--- src/rtl/swint_steer.sv ---
module swint_steer #(
  parameter int ADDR_W = 16,
  parameter int VEC_W  = 8
) (
  input  logic              clk,
  input  logic              rst_n,
  input  logic              req_valid,
  output logic              req_ready,
  input  logic [VEC_W-1:0]  req_vector,
  input  logic              src_is_hw,
  input  logic              ext_en,
  input  logic [1:0]        io_priv,
  input  logic [ADDR_W-1:0] io_map_base,
  output logic              bm_rd_valid,
  input  logic              bm_rd_ready,
  output logic [ADDR_W-1:0] bm_rd_addr,
  input  logic              bm_rsp_valid,
  input  logic [7:0]        bm_rsp_data,
  output logic              done,
  output logic [1:0]        outcome,
  output logic [VEC_W+1:0]  ivt_addr,
  output logic [15:0]       fault_code
);
  localparam int BM_BYTES = (1 << VEC_W) / 8;
  localparam logic [1:0] OC_PROT = 2'd1;
  localparam logic [1:0] OC_GP   = 2'd2;
  localparam logic [1:0] OC_REAL = 2'd3;

  typedef enum logic [1:0] {S_IDLE, S_RD, S_WAIT} state_t;
  state_t state;

  logic [VEC_W-1:0] vec_q;
  logic             priv3_q;

  wire accept   = req_valid && req_ready;
  wire need_bm  = ext_en && !src_is_hw;
  wire redirect_bit = bm_rsp_data[vec_q[2:0]];
  wire [ADDR_W-1:0] bm_byte =
    io_map_base - ADDR_W'(BM_BYTES) + ADDR_W'(req_vector[VEC_W-1:3]);

  assign req_ready  = (state == S_IDLE);
  assign fault_code = 16'h0000;

  always_ff @(posedge clk) begin
    if (!rst_n) begin
      state       <= S_IDLE;
      done        <= 1'b0;
      outcome     <= 2'd0;
      ivt_addr    <= '0;
      bm_rd_valid <= 1'b0;
      bm_rd_addr  <= '0;
      vec_q       <= '0;
      priv3_q     <= 1'b0;
    end else begin
      done <= 1'b0;
      case (state)
        S_IDLE: if (accept) begin
          vec_q   <= req_vector;
          priv3_q <= (io_priv == 2'd3);
          if (need_bm) begin
            bm_rd_valid <= 1'b1;
            bm_rd_addr  <= bm_byte;
            state       <= S_RD;
          end else begin
            outcome  <= (src_is_hw || io_priv == 2'd3) ? OC_PROT : OC_GP;
            ivt_addr <= '0;
            done     <= 1'b1;
          end
        end
        S_RD: if (bm_rd_ready) begin
          bm_rd_valid <= 1'b0;
          state       <= S_WAIT;
        end
        S_WAIT: if (bm_rsp_valid) begin
          if (redirect_bit) begin
            outcome  <= priv3_q ? OC_PROT : OC_GP;
            ivt_addr <= '0;
          end else begin
            outcome  <= OC_REAL;
            ivt_addr <= {vec_q, 2'b00};
          end
          done  <= 1'b1;
          state <= S_IDLE;
        end
        default: state <= S_IDLE;
      endcase
    end
  end
endmodule

--- config.mk ---
export PLATFORM = sky130hd
export DESIGN_NAME = swint_steer
export DESIGN_NICKNAME = d
export VERILOG_FILES = /design/src/rtl/swint_steer.sv
export SDC_FILE = /design/constraint.sdc
export NUM_CORES = 1
export LEC_CHECK = 0
export BUFFER_PORTS_ARGS = -buffer_cell sky130_fd_sc_hd__buf_2
export CORE_MARGIN = 2
export CORE_UTILIZATION = 47
export DETAILED_ROUTE_END_ITERATION = 10
export GPL_ROUTABILITY_DRIVEN = 0
export HOLD_SLACK_MARGIN = 0.12
export PLACE_DENSITY = 0.78
export SYNTH_ARGS = -nofsm -noshare
export SYNTH_HDL_FRONTEND = slang
export SYNTH_SLANG_ARGS = --single-unit
--- constraint.sdc ---
create_clock -name clk -period 2.6 [get_ports clk]
set_clock_uncertainty 0.05 [all_clocks]
set_input_delay 0.65 -clock clk [delete_from_list [all_inputs] [get_ports clk]]
set_output_delay 0.65 -clock clk [all_outputs]
set_load 0.01 [all_outputs]
==> flow_summary.ini <==
[synth]
synth_enable_flop_cells = 0
synth.yosys.seq_area_share_pct = 39.25
synthDistinctLibCells = 47
syn_avg_cell_area_um2 = 8.842
netlist.area_leader.share_pct = 39.25
synth_area_leader_cell = dfxtp_1
mappedNetlistArea_um2 = 1989
asyncSetResetFlopFracSynth_pct = 0
count_of_synthesis_stage_warnings_from_yosys = 0
ys_top_cells_by_area = dfxtp_1 39%, buf_4 6.8%, nand2_1 5.1%, a21oi_1 4.8%, a22o_1 3.5%
ys_seq_elements = 39
post_synth_inst_count = 225
synth_flop_cell = dfxtp_1

[sta]
final_max_slew_viol_count = 0
maxSlewHeadroom_pct = 50.44
layout_worst_path_cycle_share_pct = 87.33
finalSetupViolCount = 0
tns_ps = 0
fin_worst_hold_slack_ps = 408.5
finalHoldViolCount = 0
min_period_ps = 2271
setup_repair_after_global_routing_missed_its_margin = false
timing.fmax_mhz = 440.4
max_slew.worst_pin.slew_ps = 743.4

[floorplan]
fp.coreArea_um2 = 4029
io_pins = 88
floorplan.initialDensity_pct = 49.38
dieArea_um2 = 4769
std_cell_rows = 23
die_h_um = 69.06
die_x_um = 69.06

[drt]
postRouteWirelength_um = 4489
drt-wirelength-per-cell_um = 13.05
m1WireLength_um = 1911
initial_drt_markers = 85
route.vias.total = 1830
drtAntennaViolNets = 0
met3_wirelength_um = 370
vias_per_cell = 5.320
highest_layer = met4
route.met2.wl_um = 2160
first_pass_iters = 4
remaining_drc_errors = 0

[clock_tree]
cts-buffers-inserted = 5
clock_tree.htree_level_count = 2
clock_insertion_delay_worst_skew_ps = 290
cts.repair.resized = 0
clk_pin_slew_ps = 70
clock-root-buffer = clkbuf_8
cts.path.max_buffers = 2
cts_setup_buffers = 0
clkSinkCount = 39
cts_tree = built
hold_fix_buffer_count_after_cts = 0

[power]
ir_drop_uv = 222.6
power.static_leakage_nw = 1.090
power_per_cell_area_nw_per_um2 = 525.6
design_power_total_mw = 1.255

[worst_setup_path]
r2r-start = vec_q[0]
regToRegSetupSlack_ps = 690
critical-path-slowest-cell = or4_1
cpLargestDelayFamily = simple AND/OR/NAND/NOR gates
worstPathBufferInverterCount = 1
ordered_list_of_cells_on_the_worst_path = buf_2 > ha_1 > and3_1 > a221o_1 > or4_1 > a31oi_1
required_ps = 2770
r2r_cells = 4
crit_arrival_ps = 2440
peak_per_stage_delay_on_the_critical_path_ps = 510
rr_endpoint = ivt_addr[8]
timing.critical_path.to_type = register
path_max_fanout = 12
worstSetupPathType = primary input to register
start_kind = primary input

[outcome]
outcome = completed

[global_routing]
grt.total_usage_pct = 19.37
maximum_number_of_pins_on_one_net_before_global_route_repair = 21
number_of_antenna_violations_at_the_first_check_in_global_routing = 0
grt_first_pass_wirelength_um = 7603
grt_remaining_overflow = 0
grt_pass1_vias = 1681

[final_layout]
post_route_cells_drive_above_1_share_pct = 29.25
syn_to_final_growth_pct = 20.00
finalCoreUtilization_pct = 59.25
antennaDiodeCount = 0
final_net_count = 340
final_common_cell = buf_2
final_cell_mix = 69 x buf_2, 39 x dfxtp_1, 27 x nand2_1
finished_layout_cells = 344

[worst_hold_path]
worst_hold_path.endpoint = vec_q[3]
hold_depth = 2
hp-start = vec_q[3]
timing.hold.worst.class = register to register

[placed_design]
number_of_port_buffers = 69
place_hpwl_um = 3434
placed_cells_incl_taps = 336

[job]
maxCapViolations = 0
[synth_stat cells, types with 6 or more instances]
| library cell | instances |
|---|---|
| a21oi_1 | 19 |
| a22o_1 | 8 |
| a211oi_1 | 8 |
| dfxtp_1 | 39 |
| o21ai_0 | 13 |
| nor2_1 | 7 |
| buf_4 | 18 |
| nand2_1 | 27 |
| a31oi_1 | 6 |
| clkbuf_1 | 9 |
[routing by layer]
metal / global-route usage [%] / vias up
li1: - / 928
met3: 6.433 / 7
met1: 23.22 / 829
met2: 33.12 / 66
met4: 5.229 / 0
met5: 0 / -
[stage by stage]
step                      instance area, um^2  worst slack, ps
after floorplan                          2053            239.0
after global placement                   2306            92.50
after detailed placement                 2306            26.88
after CTS                                2387            330.6
after global routing                     2387            172.8
final                                    2387            329.3
[worst register-to-register path, delay by kind of cell, from the launching register on]
family	cells	cell delay, ps
DFF	1	420
muxes	2	780
and+or+nand+nor	1	430
AOI/OAI and AO/OA	1	190
[power by group]
part           internal (mW)  switching (mW)  total [mW]
registers              0.624          0.0155       0.639
clock network          0.188           0.203       0.391
logic                 0.0956           0.129       0.224
total                  0.907           0.347        1.25
[worst max path at each step]
stage	startpoint	end	slack (ps)	depth (start not counted)
after floorplan	req_vector[5]	bm_rd_addr[7]	240	6
after global placement	req_vector[7]	bm_rd_addr[7]	90	6
after detailed placement	req_vector[3]	bm_rd_addr[12]	30	7
after CTS	req_vector[3]	bm_rd_addr[12]	330	7
after global routing	req_vector[3]	bm_rd_addr[12]	170	7
final	req_vector[7]	bm_rd_addr[11]	330	6
[cells by family (layout without fill, tap and decap cells)]
group,count (synthesis),after routing,synth area share (%)
AO/OA/AOI/OAI,71,71,23.77
flip-flops,39,39,39.25
other,1,18,0.1885
multiplexers,3,3,2.767
XOR/XNOR,6,6,2.641
adder cells (fa/ha/maj),6,6,4.151
buffers and inverters,33,85,10.06
AND/OR/NAND/NOR,66,66,17.17
[sequential cells by signal (all words and copies together), names as in the netlist]
register	cells
state	2
priv3_q	1
ivt_addr	8
bm_rd_valid	1
done	1
vec_q	8
outcome	2
bm_rd_addr	16
[cell type report]
| class | count | area (um^2) |
|---|---|---|
| Multi-Input combinational cell | 170 | 1072 |
| Fill cell | 373 | 1642 |
| Sequential cell | 39 | 780.7 |
| Clock inverter | 1 | 5.005 |
| Tap cell | 50 | 62.56 |
| Inverter | 4 | 15.01 |
| Clock buffer | 7 | 76.32 |
| Timing Repair Buffer | 73 | 375.4 |
No activity file was read; power rests on OpenSTA's default activity.
